[config.mk]
export PLATFORM = sky130hd
export DESIGN_NAME = serial_eeprom_slave
export DESIGN_NICKNAME = d
export VERILOG_FILES = /design/src/rtl/serial_eeprom_pkg.sv /design/src/rtl/serial_eeprom_sync.sv /design/src/rtl/serial_eeprom_timer.sv /design/src/rtl/serial_eeprom_array.sv /design/src/rtl/serial_eeprom_slave.sv
export SDC_FILE = /design/constraint.sdc
export NUM_CORES = 2
export LEC_CHECK = 0
export ABC_AREA = 1
export BUFFER_PORTS_ARGS = -buffer_cell sky130_fd_sc_hd__buf_4
export CAP_MARGIN = 10
export CORE_UTILIZATION = 30
export DETAILED_ROUTE_END_ITERATION = 12
export HOLD_SLACK_MARGIN = 0.03
export PLACE_DENSITY = 0.55
export SETUP_SLACK_MARGIN = 0.4
export SLEW_MARGIN = 25
export SYNTH_ARGS = -nofsm -noshare
export SYNTH_HDL_FRONTEND = slang
export SYNTH_SLANG_ARGS = --single-unit
[constraint.sdc]
create_clock -name clk -period 4.72 [get_ports clk]
set_input_delay 0.944 -clock clk [delete_from_list [all_inputs] [get_ports clk]]
set_output_delay 0.944 -clock clk [all_outputs]
set_load 0.03 [all_outputs]
[src/rtl/serial_eeprom_pkg.sv]
package serial_eeprom_pkg;

    typedef enum logic [2:0] {
        PH_IDLE,
        PH_HEAD,
        PH_DATA,
        PH_READ,
        PH_HOLD
    } phase_e;

    typedef enum logic [2:0] {
        PG_NONE,
        PG_WRITE,
        PG_ERASE,
        PG_FILL,
        PG_CLEAR
    } prog_e;

endpackage

[src/rtl/serial_eeprom_sync.sv]
module serial_eeprom_sync #(
    parameter int STAGES = 2,
    parameter int WIDTH  = 3
) (
    input  logic             clk,
    input  logic             rst_n,
    input  logic [WIDTH-1:0] async_i,
    output logic [WIDTH-1:0] sync_o
);
    logic [WIDTH-1:0] chain_q [STAGES];
    logic [WIDTH-1:0] chain_d [STAGES];

    always_comb begin
        chain_d[0] = async_i;
        for (int s = 1; s < STAGES; s++) chain_d[s] = chain_q[s-1];
    end

    always_ff @(posedge clk or negedge rst_n) begin
        if (!rst_n) begin
            for (int s = 0; s < STAGES; s++) chain_q[s] <= '0;
        end else begin
            for (int s = 0; s < STAGES; s++) chain_q[s] <= chain_d[s];
        end
    end

    assign sync_o = chain_q[STAGES-1];
endmodule

[src/rtl/serial_eeprom_timer.sv]
module serial_eeprom_timer #(
    parameter int CYCLES = 250000
) (
    input  logic clk,
    input  logic rst_n,
    input  logic start_i,
    output logic busy_o
);
    localparam int CW = $clog2(CYCLES + 1);

    logic [CW-1:0] cnt_d, cnt_q;

    always_comb begin
        cnt_d = cnt_q;
        if (start_i && cnt_q == '0) cnt_d = CW'(CYCLES);
        else if (cnt_q != '0)       cnt_d = cnt_q - 1'b1;
    end

    always_ff @(posedge clk or negedge rst_n) begin
        if (!rst_n) cnt_q <= '0;
        else        cnt_q <= cnt_d;
    end

    assign busy_o = (cnt_q != '0);

    assert_cnt_bound_R10: assert property (@(posedge clk) disable iff (!rst_n)
        cnt_q <= CW'(CYCLES));
    assert_no_restart_R11: assert property (@(posedge clk) disable iff (!rst_n)
        start_i |-> !busy_o);
    assert_load_full_R10: assert property (@(posedge clk) disable iff (!rst_n)
        $rose(busy_o) |-> cnt_q == CW'(CYCLES));
endmodule

[src/rtl/serial_eeprom_array.sv]
module serial_eeprom_array #(
    parameter int WORD_BITS = 16,
    parameter int IDX_W     = 6
) (
    input  logic                 clk,
    input  logic                 rst_n,
    input  logic                 wr_en_i,
    input  logic [IDX_W-1:0]     wr_idx_i,
    input  logic [1:0]           wr_lane_i,
    input  logic [WORD_BITS-1:0] wr_data_i,
    input  logic                 fill_en_i,
    input  logic [WORD_BITS-1:0] fill_data_i,
    input  logic [IDX_W-1:0]     rd_idx_i,
    output logic [WORD_BITS-1:0] rd_word_o
);
    localparam int WORDS = 1 << IDX_W;
    localparam int LANE  = WORD_BITS / 2;

    logic [WORD_BITS-1:0] mem_q [WORDS];
    logic [WORD_BITS-1:0] mem_d [WORDS];

    always_comb begin
        for (int i = 0; i < WORDS; i++) begin
            mem_d[i] = fill_en_i ? fill_data_i : mem_q[i];
        end
        if (wr_en_i) begin
            for (int l = 0; l < 2; l++) begin
                if (wr_lane_i[l]) mem_d[wr_idx_i][l*LANE +: LANE] = wr_data_i[l*LANE +: LANE];
            end
        end
    end

    always_ff @(posedge clk or negedge rst_n) begin
        if (!rst_n) begin
            for (int i = 0; i < WORDS; i++) mem_q[i] <= '1;
        end else begin
            for (int i = 0; i < WORDS; i++) mem_q[i] <= mem_d[i];
        end
    end

    assign rd_word_o = mem_q[rd_idx_i];

    assert_single_port_R8: assert property (@(posedge clk) disable iff (!rst_n)
        !(wr_en_i && fill_en_i));
endmodule

[src/rtl/serial_eeprom_slave.sv]
module serial_eeprom_slave
    import serial_eeprom_pkg::*;
#(
    parameter int WORD_BITS   = 16,
    parameter int ADDR16_W    = 6,
    parameter int SYNC_STAGES = 2,
    parameter int PROG_CYCLES = 250000
) (
    input  logic clk,
    input  logic rst_n,
    input  logic cs_i,
    input  logic sck_i,
    input  logic sdi_i,
    input  logic org16_i,
    output logic sdo_o,
    output logic sdo_en_o
);
    localparam int AW8  = ADDR16_W + 1;
    localparam int HB   = AW8 + 2;
    localparam int BW   = WORD_BITS / 2;
    localparam int HCW  = $clog2(HB + 1);
    localparam int DCW  = $clog2(WORD_BITS + 1);

    typedef struct packed {
        phase_e                phase;
        logic                  sel_p;
        logic                  sck_p;
        logic [HB-1:0]         head;
        logic [HCW-1:0]        hcnt;
        logic [WORD_BITS-1:0]  wdat;
        logic [DCW-1:0]        dcnt;
        prog_e                 dkind;
        logic [WORD_BITS-1:0]  rd_sh;
        logic [DCW-1:0]        rcnt;
        logic [AW8-1:0]        addr;
        logic                  sdo_bit;
        prog_e                 pend;
        logic [AW8-1:0]        pend_addr;
        logic [WORD_BITS-1:0]  pend_data;
        logic                  prog_en;
        logic                  rdy_show;
    } state_t;

    state_t q, n;

    logic [2:0] pins_s;
    logic sel_l, sck_l, sdi_l, sel_fall, sck_rise, busy, tmr_start;

    serial_eeprom_sync #(.STAGES(SYNC_STAGES), .WIDTH(3)) u_sync (
        .clk     (clk),
        .rst_n   (rst_n),
        .async_i ({cs_i, sck_i, sdi_i}),
        .sync_o  (pins_s)
    );
    assign sel_l    = pins_s[2];
    assign sck_l    = pins_s[1];
    assign sdi_l    = pins_s[0];
    assign sel_fall = !sel_l && q.sel_p;
    assign sck_rise = sck_l && !q.sck_p;

    serial_eeprom_timer #(.CYCLES(PROG_CYCLES)) u_timer (
        .clk     (clk),
        .rst_n   (rst_n),
        .start_i (tmr_start),
        .busy_o  (busy)
    );

    // Header decode and read-address selection
    logic [HB-1:0]        nxt_head;
    logic [1:0]           hdr_op, hdr_top;
    logic [AW8-1:0]       hdr_addr, inc_addr, ld_addr;
    logic [ADDR16_W-1:0]  rd_idx;
    logic [WORD_BITS-1:0] arr_word, ld_val;
    logic [HCW-1:0]       need_h;
    logic [DCW-1:0]       dw;

    always_comb begin
        nxt_head = {q.head[HB-2:0], sdi_l};
        if (org16_i) begin
            hdr_op   = nxt_head[ADDR16_W+1:ADDR16_W];
            hdr_addr = {1'b0, nxt_head[ADDR16_W-1:0]};
            hdr_top  = nxt_head[ADDR16_W-1:ADDR16_W-2];
            inc_addr = {1'b0, q.addr[ADDR16_W-1:0] + 1'b1};
            need_h   = HCW'(ADDR16_W + 2);
            dw       = DCW'(WORD_BITS);
        end else begin
            hdr_op   = nxt_head[AW8+1:AW8];
            hdr_addr = nxt_head[AW8-1:0];
            hdr_top  = nxt_head[AW8-1:AW8-2];
            inc_addr = q.addr + 1'b1;
            need_h   = HCW'(HB);
            dw       = DCW'(BW);
        end
        ld_addr = (q.phase == PH_HEAD) ? hdr_addr : inc_addr;
        rd_idx  = org16_i ? ld_addr[ADDR16_W-1:0] : ld_addr[AW8-1:1];
        if (org16_i) ld_val = arr_word;
        else         ld_val = {(ld_addr[0] ? arr_word[WORD_BITS-1:BW] : arr_word[BW-1:0]), {BW{1'b0}}};
    end

    // Program execution port
    logic                 wr_en, fill_en;
    logic [ADDR16_W-1:0]  wr_idx;
    logic [1:0]           wr_lane;
    logic [WORD_BITS-1:0] wr_data, fill_data, p_dat;
    logic                 do_prog;

    always_comb begin
        do_prog   = sel_fall && (q.pend != PG_NONE) && q.prog_en && !busy;
        wr_idx    = org16_i ? q.pend_addr[ADDR16_W-1:0] : q.pend_addr[AW8-1:1];
        wr_lane   = org16_i ? 2'b11 : (q.pend_addr[0] ? 2'b10 : 2'b01);
        p_dat     = org16_i ? q.pend_data : {2{q.pend_data[BW-1:0]}};
        wr_en     = do_prog && (q.pend == PG_WRITE || q.pend == PG_ERASE);
        wr_data   = (q.pend == PG_WRITE) ? p_dat : '1;
        fill_en   = do_prog && (q.pend == PG_FILL || q.pend == PG_CLEAR);
        fill_data = (q.pend == PG_FILL) ? p_dat : '1;
    end

    serial_eeprom_array #(.WORD_BITS(WORD_BITS), .IDX_W(ADDR16_W)) u_array (
        .clk         (clk),
        .rst_n       (rst_n),
        .wr_en_i     (wr_en),
        .wr_idx_i    (wr_idx),
        .wr_lane_i   (wr_lane),
        .wr_data_i   (wr_data),
        .fill_en_i   (fill_en),
        .fill_data_i (fill_data),
        .rd_idx_i    (rd_idx),
        .rd_word_o   (arr_word)
    );

    // Frame sequencer
    always_comb begin
        n         = q;
        n.sel_p   = sel_l;
        n.sck_p   = sck_l;
        tmr_start = 1'b0;
        if (sel_fall) begin
            if (do_prog) begin
                tmr_start  = 1'b1;
                n.rdy_show = 1'b1;
            end
            n.phase = PH_IDLE;
            n.pend  = PG_NONE;
        end else if (sel_l && sck_rise) begin
            unique case (q.phase)
                PH_IDLE: begin
                    if (sdi_l && !busy) begin
                        n.phase    = PH_HEAD;
                        n.head     = '0;
                        n.hcnt     = '0;
                        n.rdy_show = 1'b0;
                    end
                end
                PH_HEAD: begin
                    n.head = nxt_head;
                    n.hcnt = q.hcnt + 1'b1;
                    if (q.hcnt + 1'b1 == need_h) begin
                        n.phase     = PH_HOLD;
                        n.pend_addr = hdr_addr;
                        n.wdat      = '0;
                        n.dcnt      = '0;
                        unique case (hdr_op)
                            2'b10: begin
                                n.phase   = PH_READ;
                                n.addr    = hdr_addr;
                                n.rd_sh   = ld_val;
                                n.rcnt    = dw;
                                n.sdo_bit = 1'b0;
                            end
                            2'b01: begin
                                n.phase = PH_DATA;
                                n.dkind = PG_WRITE;
                            end
                            2'b11: n.pend = PG_ERASE;
                            default: begin
                                unique case (hdr_top)
                                    2'b11: n.prog_en = 1'b1;
                                    2'b00: n.prog_en = 1'b0;
                                    2'b10: n.pend    = PG_CLEAR;
                                    default: begin
                                        n.phase = PH_DATA;
                                        n.dkind = PG_FILL;
                                    end
                                endcase
                            end
                        endcase
                    end
                end
                PH_DATA: begin
                    n.wdat = {q.wdat[WORD_BITS-2:0], sdi_l};
                    n.dcnt = q.dcnt + 1'b1;
                    if (q.dcnt + 1'b1 == dw) begin
                        n.pend      = q.dkind;
                        n.pend_data = {q.wdat[WORD_BITS-2:0], sdi_l};
                        n.phase     = PH_HOLD;
                    end
                end
                PH_READ: begin
                    n.sdo_bit = q.rd_sh[WORD_BITS-1];
                    n.rd_sh   = {q.rd_sh[WORD_BITS-2:0], 1'b0};
                    n.rcnt    = q.rcnt - 1'b1;
                    if (q.rcnt == DCW'(1)) begin
                        n.addr  = inc_addr;
                        n.rd_sh = ld_val;
                        n.rcnt  = dw;
                    end
                end
                default: ;
            endcase
        end
    end

    always_ff @(posedge clk or negedge rst_n) begin
        if (!rst_n) q <= '0;
        else        q <= n;
    end

    assign sdo_en_o = sel_l && (busy || q.rdy_show || q.phase == PH_READ);
    assign sdo_o    = busy ? 1'b0 : ((q.phase == PH_READ) ? q.sdo_bit : 1'b1);

    assert_hiz_deselected_R9: assert property (@(posedge clk) disable iff (!rst_n)
        !sel_l |-> !sdo_en_o);
    assert_busy_low_R9: assert property (@(posedge clk) disable iff (!rst_n)
        (busy && sel_l) |-> (sdo_en_o && !sdo_o));
    assert_locked_no_cycle_R3: assert property (@(posedge clk) disable iff (!rst_n)
        $rose(busy) |-> $past(q.prog_en));
    assert_start_on_fall_R7: assert property (@(posedge clk) disable iff (!rst_n)
        $rose(busy) |-> $past(sel_fall));
    assert_idle_while_busy_R11: assert property (@(posedge clk) disable iff (!rst_n)
        busy |-> q.phase == PH_IDLE);
endmodule

==> qor.yml <==
critical_path:
  arrival_ns: 4.59
  slowest_stage: "nand2_4"
  r2r-start: "q[98]"
  critPathBufInv: 3
  crit_path_cell_trace: "nor2_4 > nand2_4 > clkinv_2 > nand2_1 > o21ai_1 > nand2_1 > nand2_4 > buf_12 > buf_4 > nand3_1 > nand3_1 > nand3_1 > nand3_1 > nand3_1 > nand3_1 > a21oi_1"
  cp.required_ns: 5.40
  r2r_end: "q[49]"
  reg2reg_slack_ns: 0.81
  worst_r2r_path_depth: 16
  crit_end: "q[49]"
  crit_fanout: 32
  cp_top_family: "simple AND/OR/NAND/NOR gates"
  cp-end-kind: "flip-flop"
  cp.depth: 16
  max_stage_delay_ns: 0.50
  setup.worst_path.start: "q[98]"
  setup.worst_path.start_class: "flip-flop"
  crit_type: "flip-flop to flip-flop"
  crit_path_frequent_cell: "nand3_1"
finish:
  fillCellCount: 22800
  area_growth_pct: 10.5
  final_area_um2: 71300
  drive_gt1_share_pct: 17.6
  nets: 8472
clock_network:
  postCtsHoldBufs: 0
  clock_sinks: 1144
  clock_path_buffers: 3
  cts_made_buffers: 134
  clock_latency_ns: 0.81
  cts_tree: "yes"
  path_clk_slew_ns: 0.06
  ctsResizeCount: 0
  htreeDepth: 4
  cts-root-buf: "clkbuf_16"
  postCtsSetupRepairBufs: 0
synthesis:
  syn-num-nets: 8880
  netlist.area_leader.share_pct: 41.7
  syn_area_um2: 64500
  synth_edf_count: 0
  yosysTopAreaCell: "dfstp_2"
  synthDistinctLibCells: 53
  synth_ff_type: "dfstp_2"
  seq_area_frac_synth_pct: 46.4
  syn_inst: 8859
  synth_seq_cells: 1144
  synth.top_cells.by_area: "dfstp_2, o21ai_0, nand2_1"
  syn_avg_cell_area_um2: 7.28
  yosys_warnings: 0
  async_reset_ff_share_pct: 100
route:
  first_pass_iters: 6
  wl_per_cell_um: 19.7
  vias: 58300
  drt_iter0_markers: 5708
  ant_nets: 0
  vias_per_cell: 5.13
  drcViolationCount: 0
  totalWireLength_mm: 224
grt:
  grt-ovfl-total: 0
  grt_antenna_before_repair: 5
  track_usage_pct: 20.3
  grt_pass1_vias: 55500
  grt_max_degree: 162
  grt_pass1_wl_mm: 344
floorplan:
  io-pin-count: 8
  die-area_um2: 217000
  core_area_um2: 213000
  fp-row-count: 169
  start_util_pct: 30.3
  die_h_um: 466
  die_w_um: 466
timing:
  setup_viol: 0
  finalCritPeriodShare_pct: 82.8
  skew_ns: 0.0276
  hold_viol_final: 0
  drv_slew: 0
  layout_min_cycle_time_ns: 3.91
  relSlewSlack_pct: 36.0
  fmax_ghz: 0.256
  fin_tns_setup_ns: 0
  rsz0062_at_grt: "false"
  worst_pin_slew_ns: 0.960
power:
  power_density_nw_per_um2: 553
  p_sw_share_pct: 45.0
  power_frac_seq_pct: 28.9
  vdd_ir_drop_max_mv: 0.769
  leakagePower_uw: 0.0336
  p_switching_uw: 17700
  pwr-share-clk_pct: 26.0
  power_frac_comb_pct: 45.1
  p_int_uw: 21700
hold_path:
  min-delay-path-class: "input pin to flip-flop"
  hold_start: "sdi_i"
run_status:
  status: "complete, no violations"
place:
  io_buffers: 7
  gp_congestion: 0.886
  placed_area_um2: 67000
  dp_hpwl_mm: 132
flow_run:
  cap_violations: 0
==> synth_stat cells, drive strengths merged, types with 2 or more instances <==
master  count
xor2        8
o21bai      2
clkbuf    347
nand4       5
o211ai     66
inv      1120
clkinv      7
o31ai      12
o32ai       2
or2         9
o22ai      25
a22o        3
dfstp    1024
a211oi      2
nor3       54
nor2      361
nor4        3
mux2i       6
o21ai    1942
a21oi     195
buf       364
dfrtp     120
nand2    2119
ha         15
nand3    1003
a31oi      38
==> per-stage QoR <==
stage / std cells / power (µW) / setup slack [ns] / util (%) / hold WS, ns
floorplan: 8859 / 22400 / 1.34 / - / 0.331
global placement: 11100 / 28800 / 0.395 / 31.5 / 0.335
detailed placement: 11100 / 28900 / 0.408 / 31.5 / 0.338
CTS: 11400 / 39300 / 0.867 / 33.5 / 0.175
global route: 11400 / 41400 / 0.669 / 33.5 / 0.195
finish: 11400 / 39400 / 0.812 / 33.5 / 0.240
==> registers in the layout, indices dropped and copies added (netlist names) <==
register        flops
u_sync.chain_d      3
q                  88
u_sync.sync_o       3
nxt_head            8
u_array.mem_q    1024
u_timer.cnt_q      18
==> worst register-to-register path, stage by stage, from the launching register on <==
cell and delay [ns]:
dfrtp_1 0.45, nor2_4 0.27, nand2_4 0.17, clkinv_2 0.16, nand2_1 0.09, o21ai_1 0.22
nand2_1 0.16, nand2_4 0.50, buf_12 0.36, buf_4 0.24, nand3_1 0.11, nand3_1 0.19
nand3_1 0.21, nand3_1 0.13, nand3_1 0.28, nand3_1 0.18, a21oi_1 0.08
==> cell families after synthesis <==
logic type / synth area share, %
adders and majority gates: 0.291
AOI/OAI and AO/OA: 18.3
and+or+nand+nor: 23.2
DFF: 46.4
xor gates and xnor gates: 0.122
buffers and inverters: 11.6
muxes: 0.0931
==> area by class of cell <==
cell class | count | area (µm²) | share of cell area, %
inverters | 1127 | 4240 | 5.95
well taps | 2821 | 3530 | 4.95
clock buffers | 203 | 3930 | 5.52
repair buffers | 167 | 2010 | 2.82
multi-input cells | 5877 | 27300 | 38.4
clock inverters | 32 | 305 | 0.428
diodes | 1 | 2.50 | 0.00351
flip-flops and latches | 1144 | 29900 | 42.0
==> power by group through the flow <==
stage	combinational (µW)	sequential, µW	clock (µW)
2_1_floorplan	11000	11400	0
3_3_place_gp	17300	11500	0
3_5_place_dp	17400	11500	0
4_1_cts	17400	11400	10500
5_1_grt	19100	11500	10800
6_report	17800	11400	10300
==> metal layers <==
metal / vias to the layer above / share of wire (%) / GRT usage [%]
met5: - / 0 / 0
met4: 0 / 3.9 / 8.05
met3: 394 / 6.5 / 3.44
met2: 1987 / 45 / 32.0
met1: 28200 / 44 / 27.6
li1: 27800 / - / -
==> layout by cell type (no fill, tap or decap), types with 30 or more instances in the layout <==
master,n
o211ai_1,66
buf_4,107
nor3_1,51
inv_1,1095
clkbuf_1,38
o21ai_0,1603
dfrtp_1,120
a21oi_1,195
nand2_1,2099
buf_12,58
clkbuf_16,135
nand3_1,1000
clkbuf_8,30
dfstp_2,1024
a31oi_1,38
nor2_1,325
o21ai_1,334
==> how the worst min path moves through the flow <==
stage	end	cells after the start
final	u_sync.chain_d[0]	1
after floorplan	u_sync.sync_o[0]	0
after global placement	u_sync.sync_o[0]	0
after detailed placement	u_sync.sync_o[0]	0
after CTS	u_sync.chain_d[2]	1
after global routing	u_sync.chain_d[2]	1
Power figures use the tool's default switching activity.
